**config.mk**
```make
export PLATFORM = sky130hd
export DESIGN_NAME = sdf_r2c_stage
export DESIGN_NICKNAME = d
export VERILOG_FILES = /design/src/rtl/sdf_pkg.sv /design/src/rtl/sdf_ctrl.sv /design/src/rtl/sdf_delay.sv /design/src/rtl/sdf_bfly.sv /design/src/rtl/sdf_rotator.sv /design/src/rtl/sdf_r2c_stage.sv
export SDC_FILE = /design/constraint.sdc
export NUM_CORES = 1
export LEC_CHECK = 0
export BUFFER_PORTS_ARGS = -buffer_cell sky130_fd_sc_hd__buf_2
export CAP_MARGIN = 20
export CORE_MARGIN = 5
export CORE_UTILIZATION = 60
export DETAILED_ROUTE_END_ITERATION = 8
export PLACE_DENSITY = 0.74
export SETUP_SLACK_MARGIN = 0.15
export SLEW_MARGIN = 10
export SYNTH_ARGS = -nofsm -noshare
export SYNTH_HDL_FRONTEND = slang
export SYNTH_SLANG_ARGS = --single-unit
```
**constraint.sdc**
```tcl
create_clock -name clk -period 12.48 [get_ports clk]
set_input_delay 1.248 -clock clk [delete_from_list [all_inputs] [get_ports clk]]
set_output_delay 1.248 -clock clk [all_outputs]
set_load 0.01 [all_outputs]
```
**src/rtl/sdf_pkg.sv**
```systemverilog
package sdf_pkg;

  // Constant rotation applied to a drained difference
  typedef enum logic [1:0] {
    ROT_ID = 2'd0,  // multiply by 1
    ROT_E1 = 2'd1,  // diagonal, first eighth turn
    ROT_MJ = 2'd2,  // multiply by -j
    ROT_E3 = 2'd3   // diagonal, third eighth turn
  } rot_sel_e;

  // Stage roles
  localparam int ROLE_PLAIN   = 0;
  localparam int ROLE_QUARTER = 1;
  localparam int ROLE_EIGHTH  = 2;

  // 1/sqrt(2) approximated by shifts: 2^-1 + 2^-3 + 2^-4 + 2^-6 + 2^-8
  localparam int KSHIFT = 8;

endpackage

```
**src/rtl/sdf_ctrl.sv**
```systemverilog
module sdf_ctrl
  import sdf_pkg::*;
#(
  parameter int DEPTH = 8,
  parameter int ROLE  = ROLE_EIGHTH
) (
  input  logic     clk,
  input  logic     rst_n,
  input  logic     adv,
  output logic     fill_phase,
  output logic     primed,
  output rot_sel_e sel
);

  localparam int CW = $clog2(2 * DEPTH);
  localparam logic [CW-1:0] LAST = {CW{1'b1}};

  logic [CW-1:0] cnt;

  always_ff @(posedge clk or negedge rst_n) begin
    if (!rst_n) begin
      cnt    <= '0;
      primed <= 1'b0;
    end else if (adv) begin
      cnt <= cnt + CW'(1);
      if (cnt == LAST) primed <= 1'b1;
    end
  end

  // Upper half of the block: butterfly active
  assign fill_phase = cnt[CW-1];

  // Rotation selector from the counter's upper bits inside the half-block
  generate
    if (ROLE == ROLE_EIGHTH) begin : g_eighth
      assign sel = rot_sel_e'(cnt[CW-2:CW-3]);
    end else if (ROLE == ROLE_QUARTER) begin : g_quarter
      assign sel = cnt[CW-2] ? ROT_MJ : ROT_ID;
    end else begin : g_plain
      assign sel = ROT_ID;
    end
  endgenerate

  AST_CNT_FROZEN: assert property (@(posedge clk) disable iff (!rst_n)
    !adv |=> $stable(cnt)) else $error("counter moved without transfer");

  AST_PRIMED_STICKY: assert property (@(posedge clk) disable iff (!rst_n)
    primed |=> primed) else $error("primed flag dropped");

  AST_PRIME_AT_WRAP: assert property (@(posedge clk) disable iff (!rst_n)
    (adv && cnt == LAST) |=> primed) else $error("not primed after first block");

endmodule

```
**src/rtl/sdf_delay.sv**
```systemverilog
module sdf_delay #(
  parameter int W     = 20,
  parameter int DEPTH = 8
) (
  input  logic         clk,
  input  logic         rst_n,
  input  logic         adv,
  input  logic [W-1:0] din,
  output logic [W-1:0] dout
);

  logic [W-1:0] tap [DEPTH];

  always_ff @(posedge clk or negedge rst_n) begin
    if (!rst_n) begin
      for (int i = 0; i < DEPTH; i++) tap[i] <= '0;
    end else if (adv) begin
      tap[0] <= din;
      for (int i = 1; i < DEPTH; i++) tap[i] <= tap[i-1];
    end
  end

  assign dout = tap[DEPTH-1];

endmodule

```
**src/rtl/sdf_bfly.sv**
```systemverilog
module sdf_bfly #(
  parameter int W = 10
) (
  input  logic signed [W-1:0] a_re,
  input  logic signed [W-1:0] a_im,
  input  logic signed [W-1:0] b_re,
  input  logic signed [W-1:0] b_im,
  output logic signed [W-1:0] sum_re,
  output logic signed [W-1:0] sum_im,
  output logic signed [W-1:0] dif_re,
  output logic signed [W-1:0] dif_im
);

  // Operands hold IN_W-bit values, so W = IN_W+1 cannot overflow
  assign sum_re = a_re + b_re;
  assign sum_im = a_im + b_im;
  assign dif_re = a_re - b_re;
  assign dif_im = a_im - b_im;

endmodule

```
**src/rtl/sdf_rotator.sv**
```systemverilog
module sdf_rotator
  import sdf_pkg::*;
#(
  parameter int IW = 10,
  parameter int OW = 11
) (
  input  logic signed [IW-1:0] d_re,
  input  logic signed [IW-1:0] d_im,
  input  rot_sel_e             sel,
  output logic signed [OW-1:0] r_re,
  output logic signed [OW-1:0] r_im
);

  localparam int PW = OW + KSHIFT;

  logic signed [OW-1:0] xr, xi, psum, pdif, kps, kpd;

  function automatic logic signed [OW-1:0] k_scale(input logic signed [OW-1:0] v);
    logic signed [PW-1:0] e, acc, sh;
    e   = {{KSHIFT{v[OW-1]}}, v};
    acc = (e <<< 7) + (e <<< 5) + (e <<< 4) + (e <<< 2) + e;
    sh  = acc >>> KSHIFT;
    return sh[OW-1:0];
  endfunction

  assign xr   = {{(OW-IW){d_re[IW-1]}}, d_re};
  assign xi   = {{(OW-IW){d_im[IW-1]}}, d_im};
  assign psum = xr + xi;
  assign pdif = xi - xr;
  assign kps  = k_scale(psum);
  assign kpd  = k_scale(pdif);

  always_comb begin
    unique case (sel)
      ROT_E1: begin r_re = kps;  r_im = kpd;  end
      ROT_MJ: begin r_re = xi;   r_im = -xr;  end
      ROT_E3: begin r_re = kpd;  r_im = -kps; end
      default: begin r_re = xr;  r_im = xi;   end
    endcase
  end

endmodule

```
**src/rtl/sdf_r2c_stage.sv**
```systemverilog
module sdf_r2c_stage
  import sdf_pkg::*;
#(
  parameter int IN_W  = 9,
  parameter int DEPTH = 8,
  parameter int ROLE  = ROLE_EIGHTH
) (
  input  logic            clk,
  input  logic            rst_n,
  input  logic            in_valid,
  output logic            in_ready,
  input  logic [IN_W-1:0] in_re,
  input  logic [IN_W-1:0] in_im,
  output logic            out_valid,
  input  logic            out_ready,
  output logic [IN_W+1:0] out_re,
  output logic [IN_W+1:0] out_im
);

  localparam int DW = IN_W + 1;  // butterfly growth
  localparam int OW = IN_W + 2;  // headroom for diagonal rotation

  logic adv, fill_phase, primed;
  rot_sel_e sel;

  logic signed [DW-1:0] x_re, x_im, h_re, h_im;
  logic signed [DW-1:0] s_re, s_im, d_re, d_im;
  logic signed [OW-1:0] r_re, r_im, nxt_re, nxt_im;
  logic [2*DW-1:0] dl_in, dl_out;

  assign in_ready = out_ready | ~out_valid;
  assign adv      = in_valid & in_ready;

  assign x_re = {in_re[IN_W-1], in_re};
  assign x_im = {in_im[IN_W-1], in_im};

  sdf_ctrl #(.DEPTH(DEPTH), .ROLE(ROLE)) u_ctrl (
    .clk(clk), .rst_n(rst_n), .adv(adv),
    .fill_phase(fill_phase), .primed(primed), .sel(sel)
  );

  // Feedback delay: first-half inputs go in, later replaced by differences
  assign dl_in = fill_phase ? {d_re, d_im} : {x_re, x_im};

  sdf_delay #(.W(2*DW), .DEPTH(DEPTH)) u_delay (
    .clk(clk), .rst_n(rst_n), .adv(adv), .din(dl_in), .dout(dl_out)
  );

  assign h_re = dl_out[2*DW-1:DW];
  assign h_im = dl_out[DW-1:0];

  sdf_bfly #(.W(DW)) u_bfly (
    .a_re(h_re), .a_im(h_im), .b_re(x_re), .b_im(x_im),
    .sum_re(s_re), .sum_im(s_im), .dif_re(d_re), .dif_im(d_im)
  );

  sdf_rotator #(.IW(DW), .OW(OW)) u_rot (
    .d_re(h_re), .d_im(h_im), .sel(sel), .r_re(r_re), .r_im(r_im)
  );

  assign nxt_re = fill_phase ? {s_re[DW-1], s_re} : r_re;
  assign nxt_im = fill_phase ? {s_im[DW-1], s_im} : r_im;

  always_ff @(posedge clk or negedge rst_n) begin
    if (!rst_n) begin
      out_valid <= 1'b0;
      out_re    <= '0;
      out_im    <= '0;
    end else if (adv) begin
      out_valid <= fill_phase | primed;
      out_re    <= nxt_re;
      out_im    <= nxt_im;
    end else if (out_ready) begin
      out_valid <= 1'b0;
    end
  end

  AST_IDLE_READY: assert property (@(posedge clk) disable iff (!rst_n)
    !out_valid |-> in_ready) else $error("empty stage refused input");

  AST_STALL_HOLD: assert property (@(posedge clk) disable iff (!rst_n)
    (out_valid && !out_ready) |=> (out_valid && $stable(out_re) && $stable(out_im)))
    else $error("held output changed");

  AST_FIRST_HALF_QUIET: assert property (@(posedge clk) disable iff (!rst_n)
    (adv && !fill_phase && !primed) |=> !out_valid)
    else $error("output before first block filled");

  AST_SUM_EMITS: assert property (@(posedge clk) disable iff (!rst_n)
    (adv && fill_phase) |=> out_valid) else $error("sum not emitted");

  AST_IDLE_NO_OUTPUT: assert property (@(posedge clk) disable iff (!rst_n)
    (!in_valid && in_ready) |=> !out_valid) else $error("output without transfer");

endmodule

```
==> impl_metrics.yaml, run 1 <==
drt:
  vias: 10600
  detail_route.vias_per_cell: 5.71
  total_wirelength_um: 32300
  routedWlPerCell_um: 17.5
  first_iter_violations: 856
  drt.antenna.violating_nets: 0
  drt_first_pass_iters: 6
  residual_drc_count: 0
status:
  status: "completed"
floorplan:
  core-area_um2: 21700
  placement_rows: 54
  die-width_um: 158
  die_h_um: 158
  die-area_um2: 25000
  start_util_pct: 60.6
  design.portCount: 46
worst_setup_path:
  crit_path_max_fanout: 7
  critPathTopFamily: "adder cells"
  start_kind: "flop"
  worstSetupStartpoint: "u_delay.dout[1]$_DFFE_PN0P_"
  critical_path_class: "reg2reg"
  critical_path.max_stage_delay_ps: 540
  worst_path_max_delay_cell: "sky130_fd_sc_hd__dfrtp_1"
  endpoint_kind: "flop"
  timing.critical_path.required_ps: 12780
  worst-endpoint-arrival_ps: 7070
  r2r_start: "u_delay.dout[1]$_DFFE_PN0P_"
  worstPathCellList: "inv_1 -> fa_1 -> o21ba_2 -> nor2_1 -> nor2_1 -> xor2_1 -> clkinv_1 -> xnor2_1 -> xnor2_1 -> fa_1 -> inv_1 -> fa_1 -> inv_1 -> ha_1 -> or2_2 -> a311oi_1 -> nor3_1 -> nor4_1 -> nand3_1 -> a21boi_0 -> mux4_2 -> nand2_1 -> o211ai_1"
  worst-path-buf-inv: 4
placement:
  dp_cells: 1816
  port_buffer_count: 45
  dp_hpwl_um: 23600
  globalplace.congestion: 0.939
cells_and_area:
  total_nets_final: 1741
  areaGrowthSynthToFinish_pct: 7.67
  layout.cells.most_common_list: "460 x sky130_fd_sc_hd__nand2_1, 188 x sky130_fd_sc_hd__dfrtp_1, 123 x sky130_fd_sc_hd__inv_1"
  multi_input_comb_area_um2: 7710
  post_route_cells_drive_above_1_share_pct: 6.76
  nFillCells: 1815
  fin_cells: 1849
  final_common_cell: "sky130_fd_sc_hd__nand2_1"
  register_area_um2: 4700
yosys:
  ys_async_sr_fraction_pct: 100
  syn-mean-instance-area_um2: 8.47
  postSynthNetCount: 1738
  synth.yosys.seq_area_share_pct: 35.8
  synth_flop_cell: "sky130_fd_sc_hd__dfrtp_1"
  synth_cell_area_um2: 13100
  synth.distinct_cells: 64
  ys.warnings.count: 0
  cells_after_synth: 1552
  synth.ff_latch_count: 188
  synth_enable_flop_cells: 0
grt:
  grt_max_degree: 120
  first_global_vias: 10200
  globalRoute.totalOverflow: 0
  grt_usage_pct: 27.0
  global_route_wire_length_before_repair_um: 53000
  number_of_antenna_violations_at_the_first_check_in_global_routing: 3
hold_path:
  worstHoldStart: "u_delay.tap[65]$_DFFE_PN0P_"
  hold_path_class: "reg2reg"
sta:
  fmax_mhz: 148
  finalHoldViolCount: 0
  fin_crit_sh_pct: 54.2
  rsz0062_at_grt: "no"
  timing.slew.headroom_pct: 25.9
  final-setup-viol-count: 0
  final.setup_skew_ps: 11.9
  max_slew.worst_pin.slew_ps: 1110
  timing.final.crit_period_ps: 6770
  maxSlewViolCount: 0
  final_layout_setup_total_negative_slack_ps: 0
cts:
  cts_tree: "done"
  clk_root_buffer_cell: "sky130_fd_sc_hd__clkbuf_16"
  number_of_post_cts_setup_repair_buffers: 0
  clk_latency_ps: 440
  cts_inserted_buffers: 17
  clk_transition_reported_paths_ps: 80
  cts_htree_levels: 4
  cts_hold_buf: 0
  cts.repair.resized: 0
  tritoncts_num_sinks: 188
  number_of_buffers_on_the_longest_clock_path: 2
run:
  cap_violations: 0
==> sequential cells by signal, summed over array words and instances, names as in the netlist <==
name / flops
u_ctrl.primed: 1
out_valid: 1
out_re: 11
u_delay.dout: 20
out_im: 11
u_ctrl.cnt: 4
u_delay.tap: 140
==> path summary, 6_finish.rpt <==
check | to | slack [ps] | cells past startpoint
worst max-delay path | out_im[4]$_DFFE_PN0P_ | 5710 | 23
worst min-delay path | u_delay.tap[45]$_DFFE_PN0P_ | 470 | 2
worst max register to register | out_im[4]$_DFFE_PN0P_ | 5710 | 23
worst min register to register | u_delay.tap[45]$_DFFE_PN0P_ | 470 | 2
max in group asynchronous | u_delay.tap[58]$_DFFE_PN0P_ | 10110 | 2
min in group asynchronous | u_delay.tap[29]$_DFFE_PN0P_ | 900 | 1
==> through the flow <==
step	worst slack, ps	util (%)	hold WS [ps]	area [um2]
after global placement	5760	62.4	444	13500
after detailed placement	5790	62.4	448	13500
after floorplan	6520	-	431	13100
after CTS	5750	65.2	464	14100
after global routing	5310	65.2	479	14100
final	5710	65.2	465	14100
==> worst register-to-register path: stages (launching register included) <==
cell,delay [ps]
sky130_fd_sc_hd__dfrtp_1,540
sky130_fd_sc_hd__inv_1,230
sky130_fd_sc_hd__fa_1,500
sky130_fd_sc_hd__o21ba_2,240
sky130_fd_sc_hd__nor2_1,90
sky130_fd_sc_hd__nor2_1,60
sky130_fd_sc_hd__xor2_1,460
sky130_fd_sc_hd__clkinv_1,420
sky130_fd_sc_hd__xnor2_1,280
sky130_fd_sc_hd__xnor2_1,110
sky130_fd_sc_hd__fa_1,530
sky130_fd_sc_hd__inv_1,50
sky130_fd_sc_hd__fa_1,490
sky130_fd_sc_hd__inv_1,40
sky130_fd_sc_hd__ha_1,220
sky130_fd_sc_hd__or2_2,290
sky130_fd_sc_hd__a311oi_1,390
sky130_fd_sc_hd__nor3_1,140
sky130_fd_sc_hd__nor4_1,390
sky130_fd_sc_hd__nand3_1,220
sky130_fd_sc_hd__a21boi_0,210
sky130_fd_sc_hd__mux4_2,510
sky130_fd_sc_hd__nand2_1,120
sky130_fd_sc_hd__o211ai_1,110
==> logic make-up (layout without fill, tap and decap cells) <==
family | after synthesis | after routing | synth area share [%]
buf+inv | 193 | 209 | 5.57
compound gates | 283 | 283 | 13.6
flops | 188 | 188 | 35.8
simple gates | 624 | 624 | 19.5
other cells | 0 | 1 | 0
fa+ha+maj | 164 | 164 | 18.1
mux | 19 | 19 | 2.04
xor+xnor | 81 | 81 | 5.40
==> cell usage after synthesis, types with 11 or more instances <==
library cell | number | area, um2
sky130_fd_sc_hd__ha_1 | 121 | 1510
sky130_fd_sc_hd__mux2i_1 | 11 | 110
sky130_fd_sc_hd__nor3_1 | 24 | 120
sky130_fd_sc_hd__a211oi_1 | 14 | 105
sky130_fd_sc_hd__fa_1 | 43 | 861
sky130_fd_sc_hd__a21o_1 | 21 | 158
sky130_fd_sc_hd__xnor2_1 | 54 | 473
sky130_fd_sc_hd__o21bai_1 | 12 | 90.1
sky130_fd_sc_hd__o21ai_0 | 81 | 405
sky130_fd_sc_hd__nor2_1 | 60 | 225
sky130_fd_sc_hd__clkbuf_1 | 53 | 199
sky130_fd_sc_hd__dfrtp_1 | 188 | 4700
sky130_fd_sc_hd__buf_1 | 14 | 52.6
sky130_fd_sc_hd__xor2_1 | 27 | 236
sky130_fd_sc_hd__nand3_1 | 17 | 85.1
sky130_fd_sc_hd__nor2b_1 | 11 | 68.8
sky130_fd_sc_hd__a21oi_1 | 80 | 400
sky130_fd_sc_hd__inv_1 | 123 | 462
sky130_fd_sc_hd__nand2_1 | 461 | 1730
==> per-layer routing <==
| layer | wire length, um | up-vias | track usage, % |
|---|---|---|---|
| met3 | 1700 | 54 | 4.59 |
| met1 | 14200 | 5086 | 37.2 |
| met5 | 21 | - | 0 |
| met4 | 877 | 4 | 8.53 |
| li1 | - | 5119 | - |
| met2 | 15500 | 290 | 44.0 |
==> final cells by class <==
| class | count | share of cell area [%] |
|---|---|---|
| multi-input combinational | 1171 | 54.5 |
| antenna | 1 | 0.0177 |
| tap | 280 | 2.48 |
| timing repair buffer | 52 | 2.03 |
| clock inverter | 15 | 1.38 |
| inverter | 125 | 3.32 |
| sequential | 188 | 33.3 |
| clock buffer | 17 | 3.01 |
Power of run 1 is not shown: default switching activity piles up to over one toggle a cycle in this logic, so the estimate is an artifact.
==> inputs of run 2 (changes only) <==
==> constraint.sdc (replaced) <==
create_clock -name clk -period 6.4 [get_ports clk]
set_input_delay 0.64 -clock clk [delete_from_list [all_inputs] [get_ports clk]]
set_output_delay 0.64 -clock clk [all_outputs]
set_load 0.01 [all_outputs]
==> run 2 against run 1 <==
Effect of this change: setup slack got worse by 5300 ps; count of clock-buffer cells in the layout increased by 1; global-route usage increased by 0.058 points; via count increased by 1.2%; first-iteration DRC count increased by 14%; die area unchanged; critical path depth decreased by 1; final area increased by 2.1%; clock skew about the same; maximum frequency increased by 13%; critical endpoint is now out_im[9]$_DFFE_PN0P_; largest cell class unchanged.
==> impl_metrics.yaml, run 2 (synthesis results as in run 1) <==
worst_setup_path:
  worst-endpoint-arrival_ps: 6330
  worst-path-buf-inv: 5
  start_kind: "flop"
  timing.critical_path.required_ps: 6730
  crit_path_frequent_cell: "sky130_fd_sc_hd__fa_1"
  critPathTopFamily: "adder cells"
  worstPathCellList: "inv_1 -> ha_1 -> inv_1 -> fa_1 -> a21o_1 -> a21oi_2 -> xnor2_2 -> inv_2 -> fa_1 -> inv_1 -> fa_1 -> fa_1 -> ha_1 -> nand3_1 -> o2111ai_2 -> o311ai_1 -> buf_4 -> o21ai_0 -> a211oi_1 -> a21oi_1 -> mux4_2 -> o21a_1"
  worst_path_max_delay_cell: "sky130_fd_sc_hd__fa_1"
  crit_path_max_fanout: 5
  critical_path_class: "reg2reg"
  endpoint_kind: "flop"
  critical_path.max_stage_delay_ps: 550
grt:
  globalRoute.totalOverflow: 0
  number_of_antenna_violations_at_the_first_check_in_global_routing: 2
  grt_max_degree: 121
  global_route_wire_length_before_repair_um: 53400
  grt_usage_pct: 27.0
  first_global_vias: 10300
run:
  cap_violations: 0
sta:
  fmax_mhz: 167
  rsz0062_at_grt: "no"
  timing.slew.headroom_pct: 31.4
  final-setup-viol-count: 0
  finalHoldViolCount: 0
  maxSlewViolCount: 0
  final_layout_setup_total_negative_slack_ps: 0
  fin_crit_sh_pct: 93.7
  final.setup_skew_ps: 11.5
  max_slew.worst_pin.slew_ps: 1030
  timing.final.crit_period_ps: 6000
drt:
  vias: 10700
  drt.antenna.violating_nets: 0
  residual_drc_count: 0
  detail_route.vias_per_cell: 5.69
  total_wirelength_um: 32400
  drt_first_pass_iters: 5
  first_iter_violations: 973
  routedWlPerCell_um: 17.2
cts:
  cts_tree: "done"
  cts_htree_levels: 4
  cts_hold_buf: 0
  number_of_buffers_on_the_longest_clock_path: 2
  clk_latency_ps: 430
  clk_root_buffer_cell: "sky130_fd_sc_hd__clkbuf_16"
  clk_transition_reported_paths_ps: 70
  cts_inserted_buffers: 17
  tritoncts_num_sinks: 188
status:
  status: "completed"
cells_and_area:
  largest_register_ffs: 140
  areaGrowthSynthToFinish_pct: 9.91
  postLayoutCoreUtil_pct: 66.6
  layout.cells.most_common_list: "460 x sky130_fd_sc_hd__nand2_1, 186 x sky130_fd_sc_hd__dfrtp_1, 121 x sky130_fd_sc_hd__inv_1"
  max_flop_register: "u_delay.tap"
  total_nets_final: 1771
  post_route_cells_drive_above_1_share_pct: 9.77
  final_common_cell: "sky130_fd_sc_hd__nand2_1"
floorplan:
  placement_rows: 54
  die_h_um: 158
  design.portCount: 46
  die-area_um2: 25000
  die-width_um: 158
  start_util_pct: 60.6
  core-area_um2: 21700
placement:
  port_buffer_count: 45
  globalplace.congestion: 0.957
  dp_hpwl_um: 24000
hold_path:
  hold_path_class: "in2async"
run 2: cell count changes in the layout (fill, tap and decap cells not counted), moves of 3 or more:
cell | previous run | this run
sky130_fd_sc_hd__buf_4 | 7 | 37
sky130_fd_sc_hd__a21oi_2 | 0 | 3
sky130_fd_sc_hd__xor2_1 | 27 | 24
sky130_fd_sc_hd__clkinv_8 | 5 | 2
sky130_fd_sc_hd__xnor2_2 | 0 | 5
sky130_fd_sc_hd__xnor2_1 | 54 | 49
sky130_fd_sc_hd__a21oi_1 | 80 | 77
sky130_fd_sc_hd__xor2_2 | 0 | 3
run 2: worst paths after layout:
check	start	end	slack (ps)	cells past startpoint
min in group clk	u_delay.tap[118]$_DFFE_PN0P_	u_delay.tap[98]$_DFFE_PN0P_	460	2
max	u_delay.dout[0]$_DFFE_PN0P_	out_im[9]$_DFFE_PN0P_	400	22
max reg2reg	u_delay.dout[0]$_DFFE_PN0P_	out_im[9]$_DFFE_PN0P_	400	22
min	rst_n	u_delay.tap[69]$_DFFE_PN0P_	350	1
min reg2reg	u_delay.tap[118]$_DFFE_PN0P_	u_delay.tap[98]$_DFFE_PN0P_	460	2
max in group asynchronous	rst_n	u_delay.dout[10]$_DFFE_PN0P_	4570	2
run 2: layout make-up:
cell class / count / area (um2)
flip-flops and latches: 188 / 4710
well taps: 280 / 350
repair buffers: 82 / 512
clock inverters: 13 / 151
diodes: 1 / 2.50
multi-input cells: 1171 / 7820
inverters: 125 / 469
fillers: 1791 / 7250
clock buffers: 18 / 429
run 2: repair_timing:
item	in CTS	in global routing
endpoints found under the setup margin	6	17
pin swaps	0	2
setup buffers	0	1
resized for setup	3	22
run 2: per-stage QoR:
stage / instance area [um2] / hold WS, ps / instances / worst slack (ps)
final: 14400 / 354 / 1878 / 401
after global routing: 14400 / 443 / 1877 / 139
after CTS: 14300 / 388 / 1876 / 191
after detailed placement: 13700 / 449 / 1845 / 29.1
after global placement: 13700 / 445 / 1845 / 184
after floorplan: 13100 / 344 / 1552 / 436
run 2: per-layer routing:
metal | vias up | share of wire, % | global-route usage (%)
li1 | 5184 | - | -
met5 | - | 0.065 | 0
met2 | 315 | 47 | 42.2
met3 | 89 | 5.4 | 3.83
met1 | 5087 | 44 | 38.2
met4 | 4 | 3.9 | 11.3
Power of run 2 is left out for the same reason.
